### config.mk
export PLATFORM = sky130hd
export DESIGN_NAME = intarb_top
export DESIGN_NICKNAME = d
export VERILOG_FILES = /design/src/rtl/intarb_pkg.sv /design/src/rtl/intarb_ctrl.sv /design/src/rtl/intarb_dpath.sv /design/src/rtl/intarb_top.sv
export SDC_FILE = /design/constraint.sdc
export NUM_CORES = 1
export LEC_CHECK = 0
export BUFFER_PORTS_ARGS = -buffer_cell sky130_fd_sc_hd__buf_2
export CAP_MARGIN = 20
export CORE_ASPECT_RATIO = 1.75
export CORE_UTILIZATION = 40
export DETAILED_ROUTE_END_ITERATION = 8
export HOLD_SLACK_MARGIN = 0.05
export PLACE_DENSITY = 0.58
export SYNTH_ARGS = -nofsm -noshare
export SYNTH_HDL_FRONTEND = slang
export SYNTH_SLANG_ARGS = --single-unit
### constraint.sdc
create_clock -name clk -period 27.3 [get_ports clk]
set_clock_uncertainty 0.1 [all_clocks]
set_input_delay 2.73 -clock clk [delete_from_list [all_inputs] [get_ports clk]]
set_output_delay 2.73 -clock clk [all_outputs]
set_load 0.02 [all_outputs]
### src/rtl/intarb_pkg.sv
package intarb_pkg;

  typedef enum logic [1:0] {
    LVL_NONE = 2'd0,
    LVL_LOW  = 2'd1,
    LVL_HIGH = 2'd2,
    LVL_TOP  = 2'd3
  } level_e;

  typedef struct packed {
    logic   grant;
    logic   pop;
    level_e grantLvl;
  } ctrlStrobe_t;

endpackage

### src/rtl/intarb_ctrl.sv
module intarb_ctrl
  import intarb_pkg::*;
#(
  parameter int NUM_VEC       = 10,
  parameter int NUM_X_CAPABLE = 2,
  parameter int IDX_W         = 4
) (
  input  logic [NUM_VEC-1:0] pendQ,
  input  logic [NUM_VEC-1:0] levelSel,
  input  level_e             curLvl,
  input  logic               intEnable,
  input  logic               retiIn,
  output ctrlStrobe_t        strb,
  output logic [IDX_W-1:0]   winIdx,
  output logic [NUM_VEC-1:0] winMask
);

  level_e vecLvl [NUM_VEC];

  // Effective level per vector: only the first NUM_X_CAPABLE may reach the top level
  for (genvar g = 0; g < NUM_VEC; g++) begin : g_lvl
    if (g < NUM_X_CAPABLE) begin : g_top
      assign vecLvl[g] = levelSel[g] ? LVL_TOP : LVL_LOW;
    end else begin : g_high
      assign vecLvl[g] = levelSel[g] ? LVL_HIGH : LVL_LOW;
    end
  end

  level_e           bestLvl;
  logic [IDX_W-1:0] bestIdx;
  logic             found;

  // Scan from the top index down so that a lower index overrides on equal level
  always_comb begin
    bestLvl = LVL_NONE;
    bestIdx = '0;
    found   = 1'b0;
    for (int i = NUM_VEC - 1; i >= 0; i--) begin
      if (pendQ[i] && (vecLvl[i] > curLvl) && (vecLvl[i] >= bestLvl)) begin
        bestLvl = vecLvl[i];
        bestIdx = IDX_W'(i);
        found   = 1'b1;
      end
    end
  end

  always_comb begin
    strb.grant    = found & intEnable;
    strb.pop      = retiIn;
    strb.grantLvl = bestLvl;
    winIdx        = bestIdx;
    winMask       = strb.grant ? (NUM_VEC'(1) << bestIdx) : '0;
  end

endmodule

### src/rtl/intarb_dpath.sv
module intarb_dpath
  import intarb_pkg::*;
#(
  parameter int NUM_VEC  = 10,
  parameter int ADDR_W   = 8,
  parameter int VEC_BASE = 3,
  parameter int VEC_STEP = 8,
  parameter int IDX_W    = 4
) (
  input  logic               clk,
  input  logic               rstN,
  input  logic [NUM_VEC-1:0] reqIn,
  input  ctrlStrobe_t        strb,
  input  logic [IDX_W-1:0]   winIdx,
  input  logic [NUM_VEC-1:0] winMask,
  output logic [NUM_VEC-1:0] pendQ,
  output level_e             curLvl,
  output logic [ADDR_W-1:0]  vecAddr,
  output logic               ackOut
);

  // In-service record: bit0 low, bit1 high, bit2 top
  logic [2:0] inSvcQ;
  logic [2:0] popMask;
  logic [2:0] pushMask;

  always_comb begin
    if (inSvcQ[2])      curLvl = LVL_TOP;
    else if (inSvcQ[1]) curLvl = LVL_HIGH;
    else if (inSvcQ[0]) curLvl = LVL_LOW;
    else                curLvl = LVL_NONE;
  end

  always_comb begin
    popMask[2] = inSvcQ[2];
    popMask[1] = inSvcQ[1] & ~inSvcQ[2];
    popMask[0] = inSvcQ[0] & ~inSvcQ[1] & ~inSvcQ[2];
    if (!strb.pop) popMask = '0;
  end

  always_comb begin
    pushMask = '0;
    if (strb.grant) begin
      case (strb.grantLvl)
        LVL_LOW:  pushMask = 3'b001;
        LVL_HIGH: pushMask = 3'b010;
        LVL_TOP:  pushMask = 3'b100;
        default:  pushMask = 3'b000;
      endcase
    end
  end

  always_ff @(posedge clk or negedge rstN) begin
    if (!rstN) begin
      pendQ   <= '0;
      inSvcQ  <= '0;
      ackOut  <= 1'b0;
      vecAddr <= '0;
    end else begin
      pendQ  <= (pendQ & ~winMask) | reqIn;
      inSvcQ <= (inSvcQ & ~popMask) | pushMask;
      ackOut <= strb.grant;
      if (strb.grant) begin
        vecAddr <= ADDR_W'(VEC_BASE) + ADDR_W'(winIdx) * ADDR_W'(VEC_STEP);
      end
    end
  end

endmodule

### src/rtl/intarb_top.sv
module intarb_top
  import intarb_pkg::*;
#(
  parameter int NUM_VEC       = 10,
  parameter int NUM_X_CAPABLE = 2,
  parameter int ADDR_W        = 8,
  parameter int VEC_BASE      = 3,
  parameter int VEC_STEP      = 8
) (
  input  logic               clk,
  input  logic               rstN,
  input  logic [NUM_VEC-1:0] reqIn,
  input  logic [NUM_VEC-1:0] levelSel,
  input  logic               intEnable,
  input  logic               retiIn,
  output logic               ackOut,
  output logic [ADDR_W-1:0]  vecAddr,
  output logic [1:0]         svcLevel
);

  localparam int IDX_W = (NUM_VEC > 1) ? $clog2(NUM_VEC) : 1;

  ctrlStrobe_t        strb;
  logic [IDX_W-1:0]   winIdx;
  logic [NUM_VEC-1:0] winMask;
  logic [NUM_VEC-1:0] pendQ;
  level_e             curLvl;

  intarb_ctrl #(
    .NUM_VEC      (NUM_VEC),
    .NUM_X_CAPABLE(NUM_X_CAPABLE),
    .IDX_W        (IDX_W)
  ) u_ctrl (
    .pendQ    (pendQ),
    .levelSel (levelSel),
    .curLvl   (curLvl),
    .intEnable(intEnable),
    .retiIn   (retiIn),
    .strb     (strb),
    .winIdx   (winIdx),
    .winMask  (winMask)
  );

  intarb_dpath #(
    .NUM_VEC (NUM_VEC),
    .ADDR_W  (ADDR_W),
    .VEC_BASE(VEC_BASE),
    .VEC_STEP(VEC_STEP),
    .IDX_W   (IDX_W)
  ) u_dpath (
    .clk    (clk),
    .rstN   (rstN),
    .reqIn  (reqIn),
    .strb   (strb),
    .winIdx (winIdx),
    .winMask(winMask),
    .pendQ  (pendQ),
    .curLvl (curLvl),
    .vecAddr(vecAddr),
    .ackOut (ackOut)
  );

  assign svcLevel = curLvl;

endmodule

==> impl_metrics.toml, run 1 <==
[grt]
track_usage = 0.191
grt_pass1_wl_mm = 7.98
grt_max_degree = 20
grt_pass1_vias = 1715
antenna_found_initial = 0
grt.overflow.total = 0

[clocking]
hold_buffers = 0
cts_setup_buffers = 0
cts_resized = 0
clock_sinks = 19
htreeDepth = 1
path_clk_slew_ns = 0.07
clk_latency_ns = 0.25
root_buffer = "clkbuf_8"
clk_path_buf_depth = 2
cts_buffers = 3
cts_tree = "yes"

[logic_synthesis]
synth_enable_flop_cells = 0
yosys-top-cells-area = "dfrtp_1 (24%), ha_1 (19%), nand2_1 (3.9%)"
synth_area_per_cell_um2 = 8.95
yosysSeqAreaShare = 0.236
synth-seq-cells = 19
syn_inst = 225
yosysWarnings = 0
synth_ff_type = "dfrtp_1"
async_flop_share = 1.00
mappedNetlistArea_um2 = 2010
synth_top_area_cell = "dfrtp_1"
synth_top_area_share = 0.236
ys_types = 58

[cells_and_area]
drive_gt1_frac = 0.215
area_delta_synth_final_pct = 12.9
fin_cells = 312
n_antenna_cell = 0
postLayoutCellArea_um2 = 2270
nets = 315

[placement]
place_area_um2 = 2230
io_buffers = 32
place.gp.congestion = 0.850
dpl.hpwl_mm = 4.08
dp_cells = 308
preCtsSetupSlack_ns = 15.03

[routing]
wirelength_mm = 4.95
antenna_left = 0
wl_per_cell_um = 15.9
drtIter0Drc = 44
drc = 0
viasPerCell = 5.85
firstDrtPassIters = 5
vias = 1826

[floorplanning]
initial_core_util = 0.424
core_area_um2 = 4750
die_h_um = 95.9
die-area_um2 = 5330
die_w_um = 55.6
io_pins = 35
rows = 33

[worst_setup_path]
critPathSlowestCell = "o41ai_4"
arrival_ns = 11.99
crit_type = "in2reg"
cp-start-kind = "input pin"
rrSetupSlack_ns = 17.16
cp.required_ns = 27.34
crit_top_cell = "ha_1"
max_stage_delay_ns = 0.52
crit_path_end_kind = "flop"
critical_path.max_fanout = 9

[hold_path]
hold_class = "reg2reg"

[flow_run]
cap_violations = 0

[sta]
setup_viol = 0
worst_slack_ns = 15.34
rsz0062_at_grt = "no"
tns_ns = 0
fin_crit_sh = 0.438
finalHoldViolCount = 0
fmax_mhz = 83.6
fin_crit_ns = 11.96
maxSlewHeadroom = 0.483
tightest_slew_ns = 0.773
drv_slew = 0

[run_status]
status = "finished clean"
## cell usage in the layout (no fill, tap or decap), types with 3 or more instances in the layout
master	n
nor2_1	20
clkbuf_8	3
a41oi_1	4
nor4_1	4
nand2b_1	9
o31ai_1	3
a31oi_1	5
o21a_1	3
o21ai_0	8
ha_1	30
nand2_1	21
inv_1	16
dfrtp_1	19
a21o_1	8
o211a_1	5
nor2b_1	8
a21oi_1	9
buf_2	32
o22ai_1	3
## final timing paths
kind                                 endpoint  cells past startpoint              start
setup / recovery           u_dpath.vecAddr[4]                     47        levelSel[9]
hold / removal              u_dpath.inSvcQ[0]                      2  u_dpath.inSvcQ[0]
setup reg to reg           u_dpath.vecAddr[4]                     48  u_dpath.inSvcQ[0]
hold reg to reg             u_dpath.inSvcQ[0]                      2  u_dpath.inSvcQ[0]
max in group asynchronous  u_dpath.vecAddr[6]                      1               rstN
min in group asynchronous      u_dpath.ackOut                      1               rstN
## worst max-delay path, delay by kind of cell
family	cells	cell delay, ns
adders and majority gates	8	2.11
AOI/OAI and AO/OA	18	4.00
and+or+nand+nor	18	2.60
buffers and inverters	2	0.19
muxes	1	0.34
## per-stage QoR
step	hold slack [ns]	utilization
5_1_grt	0.410	0.479
3_5_place_dp	0.366	0.469
4_1_cts	0.382	0.479
3_3_place_gp	0.354	0.469
6_report	0.375	0.479
2_1_floorplan	0.339	-
## flip-flops by register name, summed over array words and instances, names as in the netlist
| register | cells |
|---|---|
| u_dpath.pendQ | 10 |
| u_dpath.vecAddr | 5 |
| u_dpath.ackOut | 1 |
| u_dpath.inSvcQ | 3 |
## routing by layer
metal	vias up	global-route usage	wire, um
li1	914	-	-
met1	878	0.215	1970
met2	28	0.378	2780
met3	6	0.0134	110
met4	0	0.0604	95
met5	-	0	0
## Yosys cell counts (all sizes together), types with 2 or more instances
| cell | number |
|---|---|
| o211a | 7 |
| o21a | 3 |
| nand3b | 2 |
| a31oi | 6 |
| o22ai | 3 |
| nor2b | 10 |
| mux2 | 3 |
| ha | 30 |
| nor2 | 20 |
| dfrtp | 19 |
| o21ai | 8 |
| inv | 16 |
| nand4 | 2 |
| a21oi | 9 |
| nand2b | 9 |
| o31ai | 3 |
| buf | 3 |
| nor3b | 2 |
| a41oi | 4 |
| a22o | 3 |
| and2 | 2 |
| nand2 | 21 |
| o211ai | 2 |
| o2111ai | 2 |
| nor4 | 4 |
| a21o | 9 |
| and3 | 2 |
## area by class of cell
cell class / instances / area, um2
Fill cell: 472 / 2480
Clock buffer: 4 / 45.0
Tap cell: 52 / 65.1
Timing Repair Buffer: 33 / 168
Inverter: 16 / 60.1
Multi-Input combinational cell: 188 / 1460
Sequential cell: 19 / 475
## cells by family (layout without fill, tap and decap cells)
group / count (synthesis) / after routing / synth area share
compound gates: 74 / 74 / 0.304
simple gates: 79 / 79 / 0.210
other cells: 1 / 2 / 0.00186
buf+inv: 19 / 53 / 0.0410
fa+ha+maj: 30 / 30 / 0.186
flops: 19 / 19 / 0.236
mux: 3 / 3 / 0.0205
Power of run 1 is not shown: default switching activity piles up to over one toggle a cycle in this logic, so the estimate is an artifact.
==> run 2, diff against run 1 <==
--- a/config.mk
+++ b/config.mk
@@ -11,7 +11,7 @@
 export CORE_UTILIZATION = 40
 export DETAILED_ROUTE_END_ITERATION = 8
 export HOLD_SLACK_MARGIN = 0.05
-export PLACE_DENSITY = 0.58
+export PLACE_DENSITY = 0.61
 export SYNTH_ARGS = -nofsm -noshare
 export SYNTH_HDL_FRONTEND = slang
 export SYNTH_SLANG_ARGS = --single-unit
==> constraint.sdc (replaced) <==
create_clock -name clk -period 10.6 [get_ports clk]
set_clock_uncertainty 0.1 [all_clocks]
set_input_delay 1.06 -clock clk [delete_from_list [all_inputs] [get_ports clk]]
set_output_delay 1.06 -clock clk [all_outputs]
set_load 0.02 [all_outputs]
==> run 2 against run 1 <==
Register-to-register slack got worse by 16 ns. Final cell count rose by 2.6%. Critical path type unchanged. First-iteration DRC count increased by 11%. Clock-buffer cell count is the same. Worst hold slack improved by 0.0040 ns. Global-route usage is 0.66 points higher. Die area is the same. Critical endpoint unchanged. Final area up 2.8%. Utilization is 1.3 points higher.
==> impl_metrics.toml, run 2 (same netlist as run 1, synthesis figures left out) <==
[floorplanning]
die_w_um = 55.6
core_area_um2 = 4750
die-area_um2 = 5330
die_h_um = 95.9
initial_core_util = 0.424
rows = 33
io_pins = 35

[worst_setup_path]
critPathSlowestCell = "o311a_2"
cp.required_ns = 10.64
cp-start-kind = "input pin"
crit_top_cell = "ha_1"
crit_type = "in2reg"
arrival_ns = 10.00
timing.rr.start = "u_dpath.inSvcQ[0]"
rrSetupSlack_ns = 0.85
crit_family = "compound AO/OA/AOI/OAI gates"
critPathBufInv = 3
max_stage_delay_ns = 0.39
cp.depth = 46
r2r_cells = 47
crit_path_end_kind = "flop"
r2r_end = "u_dpath.vecAddr[4]"
critical_path.max_fanout = 6

[sta]
drv_slew = 0
fin_crit_ns = 9.96
rsz0062_at_grt = "no"
tns_ns = 0
finalHoldViolCount = 0
fin_crit_sh = 0.939
maxSlewHeadroom = 0.544
worst_slack_ns = 0.643
setup_viol = 0
tightest_slew_ns = 0.676
fmax_mhz = 100

[cells_and_area]
layout_common_cells = "buf_2 (32), ha_1 (30), nand2_1 (21)"
area_delta_synth_final_pct = 16.0
final_common_cell = "buf_2"
reg.largest.list = "u_dpath.pendQ x10, u_dpath.vecAddr x5, u_dpath.inSvcQ x3"
drive_gt1_frac = 0.243
fin_cells = 320
postLayoutCellArea_um2 = 2340
nets = 323
n_antenna_cell = 0
largest_reg_flops = 10
largest_register = "u_dpath.pendQ"

[clocking]
cts_tree = "yes"
htreeDepth = 1
path_clk_slew_ns = 0.07
cts_buffers = 3
clock_sinks = 19
root_buffer = "clkbuf_8"
clk_path_buf_depth = 2
clk_latency_ns = 0.25

[run_status]
status = "finished clean"

[routing]
viasPerCell = 5.85
antenna_left = 0
wl_per_cell_um = 15.5
drc = 0
wirelength_mm = 4.95
vias = 1873
drtIter0Drc = 49
firstDrtPassIters = 4

[grt]
grt_pass1_vias = 1853
grt_max_degree = 20
grt.overflow.total = 0
grt_pass1_wl_mm = 8.25
track_usage = 0.198
antenna_found_initial = 0

[placement]
place.gp.congestion = 0.843
preCtsSetupSlack_ns = 0.156
place_area_um2 = 2280
dp_cells = 315
dpl.hpwl_mm = 4.08
io_buffers = 32

[hold_path]
worstHoldStart = "u_dpath.inSvcQ[0]"
hold_depth = 2
hold_class = "reg2reg"
hold_end = "u_dpath.inSvcQ[0]"

[flow_run]
cap_violations = 0
-- run 2: cell types whose count changed in the layout (fill, tap and decap cells not counted) --
cell / change
a21oi_1: -1
a21oi_2: +1
buf_4: +8
o21ai_0: -1
o21ai_1: +1
-- run 2: metrics by stage --
stage          hold WS (ns)  utilization
2_1_floorplan         0.339            -
3_3_place_gp          0.361        0.480
3_5_place_dp          0.366        0.480
4_1_cts               0.381        0.490
5_1_grt               0.400        0.492
6_report              0.379        0.492
-- run 2: per-layer routing --
metal,GRT usage,share of wire
met1,0.214,0.40
met2,0.376,0.53
met3,0.0175,0.028
met4,0.110,0.037
met5,0,0
-- run 2: cell type report --
class / instances / area [um2]
flip-flops and latches: 19 / 475
well taps: 52 / 65.1
multi-input cells: 188 / 1460
fillers: 461 / 2410
clock buffers: 4 / 45.0
repair buffers: 41 / 228
inverters: 16 / 60.1
-- run 2: worst max path at each step --
stage                     start                  to
floorplan           levelSel[9]  u_dpath.vecAddr[3]
global placement    levelSel[9]  u_dpath.vecAddr[4]
detailed placement  levelSel[9]  u_dpath.vecAddr[3]
CTS                 levelSel[9]  u_dpath.vecAddr[4]
global route        levelSel[9]  u_dpath.vecAddr[4]
finish              levelSel[9]  u_dpath.vecAddr[4]
-- run 2: repair_timing --
item,CTS,global route
resized for setup,0,2
hold buffers,0,0
setup endpoints to repair,0,16
buffers inserted,0,1
endpoints found under the hold margin,0,0
-- run 2: worst min-delay path, stage by stage (launching register included) --
cell	delay, ns
dfrtp_1	0.33
nand2_1	0.05
o31ai_1	0.06
Power of run 2 is left out for the same reason.
==> run 3, diff against run 2 <==
--- a/config.mk
+++ b/config.mk
@@ -11,6 +11,7 @@
 export CORE_UTILIZATION = 40
 export DETAILED_ROUTE_END_ITERATION = 8
 export HOLD_SLACK_MARGIN = 0.05
+export MAX_ROUTING_LAYER = met4
 export PLACE_DENSITY = 0.61
 export SYNTH_ARGS = -nofsm -noshare
 export SYNTH_HDL_FRONTEND = slang
==> run 3 against run 2 <==
Utilization unchanged. Final cell count unchanged. Sequential cell count unchanged. Die area unchanged. Critical path depth unchanged. Via count shrank 0.11%. Critical endpoint unchanged. Non-clock buffer count unchanged.
==> impl_metrics.toml, run 3 (same netlist as run 1, synthesis figures left out) <==
[run_status]
status = "finished clean"

[grt]
track_usage = 0.204
grt_pass1_vias = 1851
grt_pass1_wl_mm = 8.25
antenna_found_initial = 0
grt_max_degree = 20
grt.overflow.total = 0

[cells_and_area]
multiInputGateArea_um2 = 1460
n_antenna_cell = 0
area_delta_synth_final_pct = 16.0
nets = 323
drive_gt1_frac = 0.243
area.sequential_um2 = 475
largest_register = "u_dpath.pendQ"
final_common_cell = "buf_2"
reg.largest.list = "u_dpath.pendQ x10, u_dpath.vecAddr x5, u_dpath.inSvcQ x3"
largest_reg_flops = 10
fillerInstances = 461
layout_common_cells = "buf_2 (32), ha_1 (30), nand2_1 (21)"

[sta]
maxSlewHeadroom = 0.558
tightest_slew_ns = 0.655
fin_crit_ns = 9.97
fin_crit_sh = 0.941
rsz0062_at_grt = "no"
tns_ns = 0
finalHoldViolCount = 0
fmax_mhz = 100
drv_slew = 0
setup_viol = 0

[worst_setup_path]
cp.required_ns = 10.64
crit_path_end_kind = "flop"
cp.depth = 46
max_stage_delay_ns = 0.39
crit_type = "in2reg"
timing.rr.start = "u_dpath.inSvcQ[0]"
critPathBufInv = 3
critPathLaunch = "levelSel[9]"
critPathSlowestCell = "o311a_2"
cp-start-kind = "input pin"
endpoint = "u_dpath.vecAddr[4]"
r2r_end = "u_dpath.vecAddr[4]"
crit_top_cell = "ha_1"
r2r_cells = 47
critical_path.max_fanout = 6
arrival_ns = 10.01
rrSetupSlack_ns = 0.84
crit_family = "compound AO/OA/AOI/OAI gates"

[routing]
drc = 0
wl_per_cell_um = 15.4
vias = 1871
antenna_left = 0
drtIter0Drc = 46
wirelength_mm = 4.91
firstDrtPassIters = 4
viasPerCell = 5.85

[clocking]
hold_buffers = 0
root_buffer = "clkbuf_8"
clk_path_buf_depth = 2
path_clk_slew_ns = 0.07
cts_tree = "yes"
htreeDepth = 1
clk_latency_ns = 0.25
clock_sinks = 19
cts_buffers = 3

[placement]
place.gp.congestion = 0.857
io_buffers = 32
dpl.hpwl_mm = 4.08

[floorplanning]
core_area_um2 = 4750
io_pins = 35
die-area_um2 = 5330
die_w_um = 55.6
die_h_um = 95.9
initial_core_util = 0.424
rows = 33

[flow_run]
cap_violations = 0

[hold_path]
hold_class = "reg2reg"
==> run 3: cell counts in the layout (fill, tap and decap cells not counted) <==
No cell type changed its count.
==> run 3: per-layer routing <==
layer / GRT usage / wire length (um) / vias to the layer above
li1: - / - / 935
met1: 0.214 / 1950 / 883
met2: 0.376 / 2620 / 41
met3: 0.0161 / 153 / 12
met4: 0.110 / 187 / 0
met5: - / 0 / -
==> run 3: layout make-up <==
type,instances,share of cell area
clock buffers,4,0.0193
inverters,16,0.0257
multi-input cells,188,0.626
flip-flops and latches,19,0.204
well taps,52,0.0279
repair buffers,41,0.0975
==> run 3: worst min-delay path by stage <==
| stage | slack, ns | start | end | cells after the start |
|---|---|---|---|---|
| 2_1_floorplan | 0.34 | u_dpath.inSvcQ[0] | u_dpath.inSvcQ[0] | 2 |
| 3_3_place_gp | 0.36 | u_dpath.inSvcQ[0] | u_dpath.inSvcQ[0] | 2 |
| 3_5_place_dp | 0.37 | u_dpath.inSvcQ[0] | u_dpath.inSvcQ[0] | 2 |
| 4_1_cts | 0.38 | u_dpath.inSvcQ[0] | u_dpath.inSvcQ[0] | 2 |
| 5_1_grt | 0.40 | u_dpath.inSvcQ[0] | u_dpath.inSvcQ[0] | 2 |
| 6_report | 0.38 | u_dpath.inSvcQ[0] | u_dpath.inSvcQ[0] | 2 |
==> run 3: timing repair <==
item,in CTS,in global routing
endpoints found under the setup margin,0,16
setup buffers,0,1
resized for setup,0,2
==> run 3: tightest hold or removal path: stages, from the launching register on <==
cell     delay (ns)
dfrtp_1        0.33
nand2_1        0.05
o31ai_1        0.06
==> run 3: per-stage QoR <==
stage                     hold WS [ns]   util  setup slack, ns  cell area [um2]  std cells
after detailed placement         0.366  0.480            0.156             2280        315
after global placement           0.361  0.480            0.291             2280        315
after floorplan                  0.339      -             1.06             2020        226
after CTS                        0.381  0.490            0.434             2320        319
after global routing             0.400  0.492          0.00520             2340        320
final                            0.379  0.492            0.629             2340        320
Power of run 3 is left out for the same reason.
